--- src/rtl/usb_tmode_pkg.sv ---
package usb_tmode_pkg;

    localparam int REG_W  = 8;
    localparam int BIT_FH = 7;
    localparam int BIT_FA = 6;
    localparam int BIT_FS = 5;

    typedef struct packed {
        logic force_host;
        logic fifo_copy;
        logic force_fs;
    } tmode_bits_t;

    function automatic logic [1:0] count_test_bits(input logic fh, input logic fa, input logic fs);
        return {1'b0, fh} + {1'b0, fa} + {1'b0, fs};
    endfunction

    function automatic logic [REG_W-1:0] pack_readback(input tmode_bits_t b, input logic host);
        logic [REG_W-1:0] v;
        v = '0;
        v[BIT_FH] = b.force_host & host;
        v[BIT_FA] = b.fifo_copy;
        v[BIT_FS] = b.force_fs;
        return v;
    endfunction

endpackage

--- src/rtl/tmode_regs.sv ---
module tmode_regs
    import usb_tmode_pkg::*;
(
    input  logic             clk,
    input  logic             rst,
    input  logic             wr_hit,
    input  logic [REG_W-1:0] wdata,
    input  logic             role_host,
    input  logic             loop_done,
    output tmode_bits_t      bits,
    output logic             multi_err
);
    tmode_bits_t bits_q;
    logic        err_q;
    logic        fh_wr;

    assign fh_wr = wdata[BIT_FH] & role_host;

    always_ff @(posedge clk) begin
        if (rst) begin
            bits_q <= '0;
            err_q  <= 1'b0;
        end else begin
            if (wr_hit) begin
                if (role_host)
                    bits_q.force_host <= wdata[BIT_FH];
                bits_q.force_fs <= wdata[BIT_FS];
                if (count_test_bits(fh_wr, wdata[BIT_FA], wdata[BIT_FS]) > 2'd1)
                    err_q <= 1'b1;
            end
            if (bits_q.fifo_copy) begin
                if (loop_done)
                    bits_q.fifo_copy <= 1'b0;
            end else if (wr_hit && wdata[BIT_FA]) begin
                bits_q.fifo_copy <= 1'b1;
            end
        end
    end

    assign bits      = bits_q;
    assign multi_err = err_q;

    AST_LOOP_HOLD:  assert property (@(posedge clk) disable iff (rst)
        bits_q.fifo_copy && !loop_done |=> bits_q.fifo_copy);
    AST_LOOP_CLEAR: assert property (@(posedge clk) disable iff (rst)
        bits_q.fifo_copy && loop_done |=> !bits_q.fifo_copy);
    AST_ERR_STICKY: assert property (@(posedge clk) disable iff (rst)
        err_q |=> err_q);
endmodule

--- src/rtl/tmode_force_host.sv ---
module tmode_force_host (
    input  logic clk,
    input  logic rst,
    input  logic force_req,
    input  logic session,
    output logic active
);
    logic sess_q;
    logic act_q;

    always_ff @(posedge clk) begin
        if (rst) begin
            sess_q <= 1'b0;
            act_q  <= 1'b0;
        end else begin
            sess_q <= session;
            if (!session)
                act_q <= 1'b0;
            else if (!sess_q && force_req)
                act_q <= 1'b1;
        end
    end

    assign active = act_q;

    AST_FORCE_PERSIST: assert property (@(posedge clk) disable iff (rst)
        act_q && session |=> act_q);
    AST_FORCE_DROP:    assert property (@(posedge clk) disable iff (rst)
        !session |=> !act_q);
endmodule

--- src/rtl/tmode_speed.sv ---
module tmode_speed (
    input  logic clk,
    input  logic rst,
    input  logic bus_reset,
    input  logic force_fs,
    input  logic forced,
    output logic full_speed
);
    logic spd_q;

    always_ff @(posedge clk) begin
        if (rst)
            spd_q <= 1'b0;
        else if (bus_reset)
            spd_q <= force_fs;
    end

    assign full_speed = forced ? force_fs : spd_q;

    AST_SPEED_STABLE: assert property (@(posedge clk) disable iff (rst)
        !bus_reset |=> $stable(spd_q));
endmodule

--- src/rtl/usb_tmode_ctrl.sv ---
module usb_tmode_ctrl
    import usb_tmode_pkg::*;
#(
    parameter int              ADDR_W     = 4,
    parameter logic [ADDR_W-1:0] REG_OFFSET = 4'hF
) (
    input  logic              clk,
    input  logic              rst,
    input  logic              role_host,
    input  logic [ADDR_W-1:0] reg_addr,
    input  logic              reg_wr,
    input  logic [REG_W-1:0]  reg_wdata,
    output logic [REG_W-1:0]  reg_rdata,
    input  logic              session,
    input  logic              peer_attached,
    input  logic              bus_reset,
    input  logic              loop_done,
    output logic              force_host_active,
    output logic              host_mode,
    output logic              full_speed,
    output logic              loop_req,
    output logic              multi_err
);
    logic        hit;
    logic        wr_hit;
    tmode_bits_t bits;
    logic        forced;

    assign hit    = (reg_addr == REG_OFFSET);
    assign wr_hit = hit & reg_wr;

    tmode_regs u_regs (
        .clk       (clk),
        .rst       (rst),
        .wr_hit    (wr_hit),
        .wdata     (reg_wdata),
        .role_host (role_host),
        .loop_done (loop_done),
        .bits      (bits),
        .multi_err (multi_err)
    );

    tmode_force_host u_force (
        .clk       (clk),
        .rst       (rst),
        .force_req (bits.force_host & role_host),
        .session   (session),
        .active    (forced)
    );

    tmode_speed u_speed (
        .clk        (clk),
        .rst        (rst),
        .bus_reset  (bus_reset),
        .force_fs   (bits.force_fs),
        .forced     (forced),
        .full_speed (full_speed)
    );

    assign reg_rdata         = hit ? pack_readback(bits, role_host) : '0;
    assign force_host_active = forced;
    assign host_mode         = forced | (role_host & session & peer_attached);
    assign loop_req          = bits.fifo_copy;

    AST_FORCED_IS_HOST: assert property (@(posedge clk) disable iff (rst)
        force_host_active |-> host_mode);
endmodule

--- config.mk ---
export PLATFORM = sky130hd
export DESIGN_NAME = usb_tmode_ctrl
export DESIGN_NICKNAME = d
export VERILOG_FILES = /design/src/rtl/usb_tmode_pkg.sv /design/src/rtl/tmode_regs.sv /design/src/rtl/tmode_force_host.sv /design/src/rtl/tmode_speed.sv /design/src/rtl/usb_tmode_ctrl.sv
export SDC_FILE = /design/constraint.sdc
export NUM_CORES = 1
export LEC_CHECK = 0
export BUFFER_PORTS_ARGS = -buffer_cell sky130_fd_sc_hd__buf_2
export CORE_AREA = 4 4 41 43
export DETAILED_ROUTE_END_ITERATION = 8
export DIE_AREA = 0 0 45 47
export PLACE_DENSITY = 0.67
export SYNTH_ARGS = -nofsm -noshare
export SYNTH_HDL_FRONTEND = slang
export SYNTH_SLANG_ARGS = --single-unit
--- constraint.sdc ---
create_clock -name clk -period 0.85 [get_ports clk]
set_input_delay 0.0425 -clock clk [delete_from_list [all_inputs] [get_ports clk]]
set_output_delay 0.0425 -clock clk [all_outputs]
set_load 0.05 [all_outputs]
==> impl_metrics.prom, run 1 <==
# TYPE chip_impl_metric gauge
chip_impl_info{name="cts_tree",value="built"} 1
chip_impl_metric{name="grtUsageTotal",unit="%"} 11.6
chip_impl_metric{name="max_freq",unit="MHz"} 889
chip_impl_metric{name="die-width",unit="um"} 45
chip_impl_metric{name="worst_path_largest_cell_delay",unit="ns"} 0.36
chip_impl_metric{name="synth.top_cell.area_share",unit="%"} 35.6
chip_impl_info{name="synth_largest_area_cell",value="sky130_fd_sc_hd__dfxtp_1"} 1
chip_impl_metric{name="place.port_buffers",unit=""} 22
chip_impl_metric{name="grt_max_degree",unit=""} 9
chip_impl_metric{name="detail_route.first_pass.iterations",unit=""} 1
chip_impl_metric{name="detail-route-antenna-nets",unit=""} 0
chip_impl_metric{name="grt.overflow.total",unit=""} 0
chip_impl_metric{name="leakage",unit="nW"} 0.306
chip_impl_metric{name="htreeDepth",unit=""} 1
chip_impl_metric{name="detail_route.vias_per_cell",unit=""} 4.61
chip_impl_metric{name="post-route-drc-count",unit=""} 0
chip_impl_metric{name="post_synthesis_cell_count",unit=""} 41
chip_impl_metric{name="reg2reg_slack",unit="ns"} 0.03
chip_impl_info{name="grt_setup_unrepaired",value="yes"} 1
chip_impl_info{name="critPathSlowestCell",value="sky130_fd_sc_hd__dfxtp_4"} 1
chip_impl_info{name="critical_path.startpoint_type",value="flip-flop"} 1
chip_impl_metric{name="top_level_ports",unit=""} 33
chip_impl_metric{name="clock_sink_count",unit=""} 7
chip_impl_info{name="min-delay-path-class",value="primary input to flip-flop"} 1
chip_impl_metric{name="cts_max_path_buffers",unit=""} 2
chip_impl_metric{name="dieArea",unit="um^2"} 2120
chip_impl_metric{name="synth.cell_area",unit="um^2"} 394
chip_impl_metric{name="timing.final.crit_share",unit="%"} 132
chip_impl_metric{name="seq_cells_post_synth",unit=""} 7
chip_impl_info{name="violations_in_the_final_reports",value="negative setup slack"} 1
chip_impl_metric{name="coreArea",unit="um^2"} 1300
chip_impl_metric{name="final_core_util",unit="%"} 49.2
chip_impl_metric{name="max_cap_viol_count",unit=""} 0
chip_impl_metric{name="initial_core_util",unit="%"} 30.3
chip_impl_metric{name="vias",unit=""} 387
chip_impl_metric{name="crit_arrival",unit="ns"} 1.08
chip_impl_info{name="crit_chain",value="mux2_4 > buf_6"} 1
chip_impl_metric{name="placedCellCount",unit=""} 77
chip_impl_metric{name="cts_hold_repair.buffers",unit=""} 0
chip_impl_metric{name="totalWireLength",unit="mm"} 1.06
chip_impl_metric{name="crit_buf_inv",unit=""} 1
chip_impl_info{name="layout.cells.most_common",value="sky130_fd_sc_hd__buf_2"} 1
chip_impl_metric{name="synth.avg_cell_area",unit="um^2"} 9.61
chip_impl_info{name="root_buffer",value="sky130_fd_sc_hd__clkbuf_4"} 1
chip_impl_metric{name="synth.yosys.warnings",unit=""} 0
chip_impl_metric{name="antennaDiodeCount",unit=""} 0
chip_impl_metric{name="first_iteration_detailed_routing_drc_count",unit=""} 0
chip_impl_metric{name="p_per_area",unit="nW/um^2"} 1220
chip_impl_info{name="path_class",value="flip-flop to output port"} 1
chip_impl_metric{name="finalNonFillerCells",unit=""} 84
chip_impl_metric{name="drive_above_1_share",unit="%"} 62.3
chip_impl_info{name="yosys-top-cells-area",value="sky130_fd_sc_hd__dfxtp_1 (36%), sky130_fd_sc_hd__buf_4 (9.5%), sky130_fd_sc_hd__mux2i_1 (5.1%), sky130_fd_sc_hd__nand2b_1 (4.8%), sky130_fd_sc_hd__and2_2 (3.8%)"} 1
chip_impl_info{name="critical-path-top-delay-family",value="flip-flops"} 1
chip_impl_metric{name="biggest_fanout_along_the_worst_timing_path",unit=""} 4
chip_impl_metric{name="detailed_place_hpwl",unit="um"} 713
chip_impl_metric{name="slew_limit_fails",unit=""} 0
chip_impl_metric{name="area_delta_synth_final",unit="%"} 62.5
chip_impl_metric{name="setup_slack",unit="ns"} -0.275
chip_impl_metric{name="worstPathRequired",unit="ns"} 0.81
chip_impl_metric{name="cts-buffers-inserted",unit=""} 3
chip_impl_metric{name="clk-insertion-delay-late",unit="ns"} 0.25
chip_impl_metric{name="grt_first_pass_wirelength",unit="mm"} 1.64
chip_impl_metric{name="timing.clock.skew",unit="ns"} 0.00566
chip_impl_info{name="crit_path_end_kind",value="output port"} 1
chip_impl_metric{name="grt_antenna_before_repair",unit=""} 0
chip_impl_metric{name="gpl.final_weighted_congestion",unit=""} 0.656
chip_impl_info{name="outcome",value="finished, violations left"} 1
chip_impl_metric{name="num-fill-cells",unit=""} 137
chip_impl_metric{name="worst_setup_hold_path_clk_slew",unit="ns"} 0.05
chip_impl_info{name="final_cell_mix",value="sky130_fd_sc_hd__buf_2 (15), sky130_fd_sc_hd__buf_6 (6), sky130_fd_sc_hd__conb_1 (5)"} 1
chip_impl_metric{name="finalSetupViolCount",unit=""} 6
chip_impl_metric{name="min_period",unit="ns"} 1.13
chip_impl_metric{name="final_stage_net_count",unit=""} 91
chip_impl_metric{name="final_hold_viol_count",unit=""} 0
chip_impl_metric{name="first_global_vias",unit=""} 347
chip_impl_metric{name="die_boundary_height",unit="um"} 47
chip_impl_metric{name="wl_per_cell",unit="um"} 12.6
chip_impl_metric{name="floorplan.rows",unit=""} 13
chip_impl_metric{name="max-vdd-ir-drop",unit="mV"} 0.792
chip_impl_metric{name="post_synth_num_cell_types",unit=""} 25
chip_impl_metric{name="post_synthesis_sequential_area_ratio",unit="%"} 35.6
worst reg2reg max path, stage by stage (launching register included):
cell and delay, ns:
sky130_fd_sc_hd__dfxtp_2 0.35, sky130_fd_sc_hd__buf_6 0.10, sky130_fd_sc_hd__a21bo_1 0.20, sky130_fd_sc_hd__a21oi_2 0.11
sequential cells by signal, indices dropped and copies added (netlist names):
signal and flops:
u_force.active 1, u_speed.spd_q 1, u_regs.bits 3, u_force.sess_q 1, u_regs.multi_err 1
where the power goes:
| group | internal, mW | switching, mW |
|---|---|---|
| registers | 0.330 | 0.00249 |
| clock network | 0.179 | 0.119 |
| logic | 0.0555 | 0.0988 |
per-layer routing:
| layer | routed length, um | part of all wire [%] | vias to the layer above | GRT usage, % |
|---|---|---|---|---|
| li1 | - | - | 188 | - |
| met2 | 556 | 53 | 19 | 17.8 |
| met1 | 367 | 35 | 176 | 12.0 |
| met5 | 0 | 0 | - | 0 |
| met3 | 105 | 9.9 | 4 | 6.13 |
| met4 | 30 | 2.8 | 0 | 8.77 |
cells in the mapped netlist:
cell and n:
sky130_fd_sc_hd__buf_6 1, sky130_fd_sc_hd__and3_2 1, sky130_fd_sc_hd__mux2_2 1, sky130_fd_sc_hd__a21bo_1 1, sky130_fd_sc_hd__ha_1 1, sky130_fd_sc_hd__and4_4 1
sky130_fd_sc_hd__a21oi_2 1, sky130_fd_sc_hd__nor2_1 3, sky130_fd_sc_hd__o21a_1 1, sky130_fd_sc_hd__nand3_1 1, sky130_fd_sc_hd__mux2i_1 2, sky130_fd_sc_hd__a21o_1 1
sky130_fd_sc_hd__and2_2 2, sky130_fd_sc_hd__nand2b_1 3, sky130_fd_sc_hd__a21oi_1 1, sky130_fd_sc_hd__dfxtp_1 7, sky130_fd_sc_hd__a31o_2 1, sky130_fd_sc_hd__nor2b_1 1
sky130_fd_sc_hd__nand2_1 1, sky130_fd_sc_hd__nand3_2 1, sky130_fd_sc_hd__conb_1 1, sky130_fd_sc_hd__buf_4 5, sky130_fd_sc_hd__nand4b_1 1, sky130_fd_sc_hd__and2_1 1
sky130_fd_sc_hd__a31oi_1 1
worst paths after layout:
kind | start | endpoint | cells past startpoint
max | u_force.active$_SDFFE_PP0P_ | full_speed | 2
min | rst | u_regs.bits[0]$_SDFFE_PP0P_ | 2
max reg2reg | u_regs.bits[0]$_SDFFE_PP0P_ | u_regs.bits[0]$_SDFFE_PP0P_ | 3
min reg2reg | u_regs.multi_err$_SDFFE_PP0P_ | u_regs.multi_err$_SDFFE_PP0P_ | 2
kinds of logic (layout without fill, tap and decap cells):
kind of cell / Yosys count / in the layout / share of synthesized area [%]
AO/OA/AOI/OAI: 7 / 7 / 13.7
adder cells (fa/ha/maj): 1 / 1 / 3.17
buffers and inverters: 6 / 30 / 12.4
flip-flops: 7 / 7 / 35.6
multiplexers: 3 / 3 / 7.94
other: 1 / 5 / 0.951
AND/OR/NAND/NOR: 16 / 16 / 26.3
area by class of cell:
class,count,area (um^2),area share (%)
clock buffers,4,26.3,4.10
multi-input cells,32,245,38.3
repair buffers,26,203,31.6
well taps,15,18.8,2.93
flip-flops and latches,7,148,23.0
metrics by stage:
step / power [mW] / setup slack (ns) / TNS, ns / hold WS (ns) / cell area (um^2)
after floorplan: 0.449 / -0.0247 / -0.0252 / 0.104 / 434
after global placement: 0.483 / -0.120 / -0.181 / 0.295 / 522
after detailed placement: 0.484 / -0.135 / -0.207 / 0.295 / 522
after CTS: 0.795 / -0.262 / -0.689 / 0.0264 / 626
after global routing: 0.849 / -0.313 / -1.03 / 0.0208 / 641
final: 0.785 / -0.275 / -0.733 / 0.0360 / 641
repair_timing:
action | CTS | global route
setup buffers | 3 | 0
setup endpoints to repair | 8 | 10
pin swaps | 0 | 2
gates resized for setup | 19 | 4
(Power assumes the default switching activity.)
==> run 2: changes to the inputs <==
- RECOVER_POWER: not set -> 25
==> impl_metrics.prom, run 2 (same netlist as run 1, synthesis figures left out) <==
# TYPE chip_impl_metric gauge
chip_impl_info{name="outcome",value="finished, violations left"} 1
chip_impl_info{name="violations_in_the_final_reports",value="negative setup slack"} 1
chip_impl_metric{name="total_switching_power",unit="mW"} 0.221
chip_impl_metric{name="clock_sink_count",unit=""} 7
chip_impl_info{name="cts_tree",value="built"} 1
chip_impl_metric{name="reg2reg_slack",unit="ns"} 0.02
chip_impl_metric{name="finalNonFillerCells",unit=""} 84
chip_impl_metric{name="min_period",unit="ns"} 1.12
chip_impl_metric{name="dieArea",unit="um^2"} 2120
chip_impl_metric{name="cts-buffers-inserted",unit=""} 3
chip_impl_metric{name="power.share.combinational",unit="%"} 19.6
chip_impl_metric{name="timing.final.crit_share",unit="%"} 132
chip_impl_metric{name="antennaDiodeCount",unit=""} 0
chip_impl_metric{name="multiInputGateArea",unit="um^2"} 245
chip_impl_metric{name="seq_power_share",unit="%"} 42.4
chip_impl_metric{name="finalSetupViolCount",unit=""} 6
chip_impl_metric{name="max-vdd-ir-drop",unit="mV"} 0.797
chip_impl_metric{name="final_stage_net_count",unit=""} 91
chip_impl_metric{name="floorplan.rows",unit=""} 13
chip_impl_metric{name="place.port_buffers",unit=""} 22
chip_impl_metric{name="first_iteration_detailed_routing_drc_count",unit=""} 2
chip_impl_metric{name="post-layout-total-power",unit="mW"} 0.785
chip_impl_info{name="min-delay-path-class",value="primary input to flip-flop"} 1
chip_impl_metric{name="max_cap_viol_count",unit=""} 0
chip_impl_info{name="critical_path.startpoint_type",value="flip-flop"} 1
chip_impl_metric{name="final_hold_viol_count",unit=""} 0
chip_impl_metric{name="leakage",unit="nW"} 0.303
chip_impl_metric{name="htreeDepth",unit=""} 1
chip_impl_metric{name="p_per_area",unit="nW/um^2"} 1230
chip_impl_info{name="worstHoldEndpoint",value="u_regs.bits[1]$_SDFF_PP0_"} 1
chip_impl_metric{name="die_boundary_height",unit="um"} 47
chip_impl_metric{name="setup_total_negative_slack",unit="ns"} -0.739
chip_impl_metric{name="placedCellCount",unit=""} 77
chip_impl_metric{name="setup_slack",unit="ns"} -0.274
chip_impl_info{name="root_buffer",value="sky130_fd_sc_hd__clkbuf_4"} 1
chip_impl_metric{name="detail_route.vias_per_cell",unit=""} 4.68
chip_impl_metric{name="worstPathRequired",unit="ns"} 0.81
chip_impl_metric{name="final_core_util",unit="%"} 49.1
chip_impl_metric{name="timing.clock.skew",unit="ns"} 0.00522
chip_impl_metric{name="gpl.final_weighted_congestion",unit=""} 0.656
chip_impl_metric{name="ff_latch_area",unit="um^2"} 148
chip_impl_info{name="final_cell_mix",value="sky130_fd_sc_hd__buf_2 (14), sky130_fd_sc_hd__buf_6 (6), sky130_fd_sc_hd__conb_1 (5)"} 1
chip_impl_metric{name="grtUsageTotal",unit="%"} 11.6
chip_impl_metric{name="sw_frac_of_total",unit="%"} 28.1
chip_impl_metric{name="area_delta_synth_final",unit="%"} 62.2
chip_impl_metric{name="final.hold.worst_slack",unit="ns"} 0.0435
chip_impl_metric{name="grt_antenna_before_repair",unit=""} 0
chip_impl_metric{name="max_freq",unit="MHz"} 889
chip_impl_metric{name="first_global_vias",unit=""} 347
chip_impl_metric{name="coreArea",unit="um^2"} 1300
chip_impl_metric{name="wl_per_cell",unit="um"} 12.7
chip_impl_metric{name="crit_arrival",unit="ns"} 1.08
chip_impl_metric{name="dp_slack",unit="ns"} -0.135
chip_impl_metric{name="vias",unit=""} 393
chip_impl_metric{name="internal_power",unit="mW"} 0.564
chip_impl_metric{name="totalWireLength",unit="mm"} 1.07
chip_impl_metric{name="num-fill-cells",unit=""} 136
chip_impl_info{name="min_from",value="loop_done"} 1
chip_impl_metric{name="holdPathStages",unit=""} 3
chip_impl_metric{name="grt_max_degree",unit=""} 9
chip_impl_info{name="worst_r2r_startpoint",value="u_regs.bits[0]$_SDFFE_PP0P_"} 1
chip_impl_metric{name="fin_area",unit="um^2"} 639
chip_impl_info{name="layout.cells.most_common",value="sky130_fd_sc_hd__buf_2"} 1
chip_impl_metric{name="cts_hold_repair.buffers",unit=""} 0
chip_impl_metric{name="detail-route-antenna-nets",unit=""} 0
chip_impl_metric{name="initial_core_util",unit="%"} 30.3
chip_impl_metric{name="place_area",unit="um^2"} 522
chip_impl_metric{name="top_level_ports",unit=""} 33
chip_impl_metric{name="die-width",unit="um"} 45
chip_impl_metric{name="grt_first_pass_wirelength",unit="mm"} 1.64
chip_impl_metric{name="drive_above_1_share",unit="%"} 60.9
chip_impl_metric{name="post-route-drc-count",unit=""} 0
chip_impl_metric{name="flip_flop_count_of_the_largest_register_all_copies_and_words_added",unit=""} 3
chip_impl_metric{name="detail_route.first_pass.iterations",unit=""} 3
chip_impl_info{name="path_class",value="flip-flop to output port"} 1
chip_impl_metric{name="slew_limit_fails",unit=""} 0
chip_impl_metric{name="ff2ff_path_depth",unit=""} 3
chip_impl_metric{name="biggest_fanout_along_the_worst_timing_path",unit=""} 4
chip_impl_metric{name="grt.overflow.total",unit=""} 0
chip_impl_metric{name="worst_setup_hold_path_clk_slew",unit="ns"} 0.05
chip_impl_metric{name="cts_max_path_buffers",unit=""} 2
chip_impl_info{name="critical_path.reg2reg.endpoint",value="u_regs.bits[0]$_SDFFE_PP0P_"} 1
chip_impl_metric{name="detailed_place_hpwl",unit="um"} 713
chip_impl_metric{name="power_frac_clock",unit="%"} 38.0
chip_impl_metric{name="clk-insertion-delay-late",unit="ns"} 0.25
chip_impl_info{name="crit_path_end_kind",value="output port"} 1
chip_impl_info{name="grt_setup_unrepaired",value="yes"} 1
==> run 2: cell types whose count changed in the layout (fill, tap and decap cells not counted) <==
cell	before	now
sky130_fd_sc_hd__clkbuf_1	1	2
sky130_fd_sc_hd__buf_2	15	14
==> run 2: metal layers <==
layer  part of all wire, %  global-route usage (%)  routed length (um)
met5                     0                       0                   0
met4                   4.2                    8.77                  45
met3                   9.6                    6.13                 102
met2                    51                    17.8                 543
met1                    35                    12.0                 374
==> run 2: how the worst max path moves through the flow <==
stage          cells past startpoint                            end                        start  slack, ns
2_1_floorplan                      1                     full_speed  u_force.active$_SDFFE_PP0P_      -0.02
3_3_place_gp                       6  u_regs.multi_err$_SDFFE_PP0P_                    role_host      -0.12
3_5_place_dp                       6  u_regs.multi_err$_SDFFE_PP0P_                    role_host      -0.14
4_1_cts                            2                     full_speed  u_force.active$_SDFFE_PP0P_      -0.26
5_1_grt                            2                     full_speed  u_force.active$_SDFFE_PP0P_      -0.31
6_report                           2                     full_speed  u_force.active$_SDFFE_PP0P_      -0.27
==> run 2: what timing repair did <==
action	in CTS	in global routing
gates resized for setup	19	4
buffers inserted	3	0
endpoints found under the setup margin	8	10
pin swaps	0	2
==> run 2: final cells by class <==
type | instances | share of cell area [%]
Clock buffer | 4 | 4.11
Multi-Input combinational cell | 32 | 38.4
Sequential cell | 7 | 23.1
Tap cell | 15 | 2.94
Timing Repair Buffer | 26 | 31.5
==> run 2: power groups by stage <==
stage                     logic, mW  clock network, mW  registers [mW]
after floorplan               0.107                  0           0.342
after global placement        0.144                  0           0.339
after detailed placement      0.145                  0           0.339
after CTS                     0.152              0.311           0.332
after global routing          0.164              0.352           0.333
final                         0.154              0.299           0.333
==> run 2: critical path, stage by stage (launching register included) <==
cell and delay (ns):
sky130_fd_sc_hd__dfxtp_4 0.36, sky130_fd_sc_hd__mux2_4 0.31, sky130_fd_sc_hd__buf_6 0.15
==> run 3: changes to the inputs <==
- CELL_PAD_IN_SITES_DETAIL_PLACEMENT: not set -> 0
- CELL_PAD_IN_SITES_GLOBAL_PLACEMENT: not set -> 1
- CORE_AREA: 4 4 41 43 -> not set
- CORE_MARGIN: not set -> 4
- CORE_UTILIZATION: not set -> 21
- DIE_AREA: 0 0 45 47 -> not set
- PLACE_DENSITY: 0.67 -> 0.69
==> impl_metrics.prom, run 3 (same netlist as run 1, synthesis figures left out) <==
# TYPE chip_impl_metric gauge
chip_impl_info{name="outcome",value="finished, violations left"} 1
chip_impl_info{name="violations_in_the_final_reports",value="negative setup slack"} 1
chip_impl_metric{name="final_stage_net_count",unit=""} 89
chip_impl_metric{name="slew_limit_fails",unit=""} 0
chip_impl_info{name="crit_path_end_kind",value="output port"} 1
chip_impl_metric{name="clk-insertion-delay-late",unit="ns"} 0.25
chip_impl_metric{name="clock_sink_count",unit=""} 7
chip_impl_metric{name="dieArea",unit="um^2"} 2630
chip_impl_metric{name="multiInputGateArea",unit="um^2"} 245
chip_impl_metric{name="die_boundary_height",unit="um"} 51.3
chip_impl_metric{name="detail_route.first_pass.iterations",unit=""} 4
chip_impl_metric{name="worst_path_largest_cell_delay",unit="ns"} 0.36
chip_impl_metric{name="cts-buffers-inserted",unit=""} 3
chip_impl_metric{name="ff_latch_area",unit="um^2"} 148
chip_impl_metric{name="grt_max_degree",unit=""} 9
chip_impl_metric{name="antennaDiodeCount",unit=""} 0
chip_impl_info{name="grt_setup_unrepaired",value="yes"} 1
chip_impl_metric{name="totalWireLength",unit="um"} 910
chip_impl_metric{name="biggest_fanout_along_the_worst_timing_path",unit=""} 4
chip_impl_info{name="layout.cells.most_common",value="sky130_fd_sc_hd__buf_2"} 1
chip_impl_metric{name="cts_hold_repair.buffers",unit=""} 0
chip_impl_metric{name="first_global_vias",unit=""} 331
chip_impl_metric{name="top_level_ports",unit=""} 33
chip_impl_metric{name="drive_above_1_share",unit="%"} 59.7
chip_impl_info{name="min-delay-path-class",value="primary input to flip-flop"} 1
chip_impl_info{name="cts_tree",value="built"} 1
chip_impl_metric{name="num-fill-cells",unit=""} 191
chip_impl_metric{name="coreArea",unit="um^2"} 1750
chip_impl_metric{name="worstPathRequired",unit="ns"} 0.81
chip_impl_info{name="path_class",value="flip-flop to output port"} 1
chip_impl_info{name="root_buffer",value="sky130_fd_sc_hd__clkbuf_4"} 1
chip_impl_info{name="critical-path-top-delay-family",value="flip-flops"} 1
chip_impl_info{name="critical_path.startpoint_type",value="flip-flop"} 1
chip_impl_metric{name="flip_flop_count_of_the_largest_register_all_copies_and_words_added",unit=""} 3
chip_impl_metric{name="crit_arrival",unit="ns"} 1.06
chip_impl_metric{name="grtUsageTotal",unit="%"} 7.94
chip_impl_metric{name="final_hold_viol_count",unit=""} 0
chip_impl_metric{name="finalSetupViolCount",unit=""} 6
chip_impl_metric{name="floorplan.rows",unit=""} 15
chip_impl_metric{name="grt_first_pass_wirelength",unit="mm"} 1.46
chip_impl_metric{name="final.hold.worst_slack",unit="ns"} 0.0431
chip_impl_metric{name="wl_per_cell",unit="um"} 9.89
chip_impl_metric{name="detail-route-antenna-nets",unit=""} 0
chip_impl_metric{name="p_per_area",unit="nW/um^2"} 1240
chip_impl_metric{name="post-layout-total-power",unit="mW"} 0.785
chip_impl_metric{name="worst_setup_hold_path_clk_slew",unit="ns"} 0.05
chip_impl_metric{name="detail_route.vias_per_cell",unit=""} 4.02
chip_impl_metric{name="timing.clock.skew",unit="ns"} 0.00145
chip_impl_metric{name="vias",unit=""} 370
chip_impl_metric{name="cts_max_path_buffers",unit=""} 2
chip_impl_info{name="final_cell_mix",value="sky130_fd_sc_hd__buf_2 (14), sky130_fd_sc_hd__conb_1 (5), sky130_fd_sc_hd__buf_6 (5)"} 1
chip_impl_info{name="crit_chain",value="mux2_4 > buf_6"} 1
chip_impl_metric{name="setup_slack",unit="ns"} -0.255
chip_impl_metric{name="htreeDepth",unit=""} 1
chip_impl_metric{name="post-route-drc-count",unit=""} 0
chip_impl_metric{name="die-width",unit="um"} 51.3
chip_impl_metric{name="area_delta_synth_final",unit="%"} 60.6
chip_impl_metric{name="min_period",unit="ns"} 1.10
chip_impl_metric{name="max-vdd-ir-drop",unit="mV"} 0.383
chip_impl_metric{name="max_freq",unit="MHz"} 905
chip_impl_metric{name="timing.final.crit_share",unit="%"} 130
chip_impl_metric{name="first_iteration_detailed_routing_drc_count",unit=""} 2
chip_impl_info{name="critPathSlowestCell",value="sky130_fd_sc_hd__dfxtp_4"} 1
chip_impl_metric{name="finalNonFillerCells",unit=""} 92
chip_impl_metric{name="grt.overflow.total",unit=""} 0
chip_impl_metric{name="setup_total_negative_slack",unit="ns"} -0.704
chip_impl_metric{name="placedCellCount",unit=""} 87
chip_impl_metric{name="max_cap_viol_count",unit=""} 0
chip_impl_metric{name="place.port_buffers",unit=""} 22
chip_impl_metric{name="crit_buf_inv",unit=""} 1
chip_impl_metric{name="initial_core_util",unit="%"} 22.6
chip_impl_metric{name="leakage",unit="nW"} 0.292
chip_impl_metric{name="gpl.final_weighted_congestion",unit=""} 0.637
chip_impl_metric{name="grt_antenna_before_repair",unit=""} 0
## run 3: cell types whose count changed in the layout (fill, tap and decap cells not counted)
cell                    delta
sky130_fd_sc_hd__buf_4     -1
sky130_fd_sc_hd__buf_6     -1
## run 3: final timing paths
path,startpoint,end,slack [ns],depth (start not counted)
max,u_force.active$_SDFFE_PP0P_,full_speed,-0.25,2
min,bus_reset,u_speed.spd_q$_SDFFE_PP0P_,0.04,3
max reg2reg,u_regs.bits[0]$_SDFFE_PP0P_,u_regs.bits[0]$_SDFFE_PP0P_,0.04,3
min reg2reg,u_regs.bits[2]$_SDFFE_PP0P_,u_regs.bits[2]$_SDFFE_PP0P_,0.49,2
## run 3: cell type report
type / count / share of cell area [%]
clock buffer: 4 / 4.15
sequential: 7 / 23.3
tap: 25 / 4.94
timing repair buffer: 24 / 28.9
multi-input combinational: 32 / 38.7
## run 3: power breakdown
group / switching, mW / total [mW] / leakage (nW) / internal, mW
clock network: 0.123 / 0.302 / 0.0150 / 0.179
registers: 0.00245 / 0.333 / 0.0590 / 0.330
logic: 0.0969 / 0.151 / 0.218 / 0.0536
total: 0.222 / 0.785 / 0.292 / 0.563
## run 3: routing by layer
| layer | wire (um) | part of all wire, % | track usage (%) | vias up |
|---|---|---|---|---|
| met5 | 0 | 0 | 0 | - |
| met4 | 0 | 0 | 6.55 | 0 |
| met3 | 56 | 6.2 | 3.79 | 0 |
| met2 | 528 | 58 | 12.9 | 14 |
| met1 | 326 | 36 | 7.56 | 170 |
| li1 | - | - | - | 186 |
## run 3: per-stage QoR
step,cell area (um^2),worst slack (ns),util (%)
finish,633,-0.255,36.3
global route,633,-0.299,36.3
CTS,623,-0.264,35.7
detailed placement,534,-0.149,30.6
global placement,534,-0.130,30.6
floorplan,434,-0.0247,-
## run 3: worst min-delay path: cells and delay by family
family	cells	cell delay (ns)
muxes	1	0.06
and+or+nand+nor	1	0.07
buffers and inverters	1	0.08
## run 3: what timing repair did
item / in CTS / in global routing
setup buffers: 1 / 1
resized for setup: 19 / 3
setup endpoints to repair: 8 / 9
endpoints found under the hold margin: 0 / 0
cloned: 0 / 0
pin swaps: 0 / 1
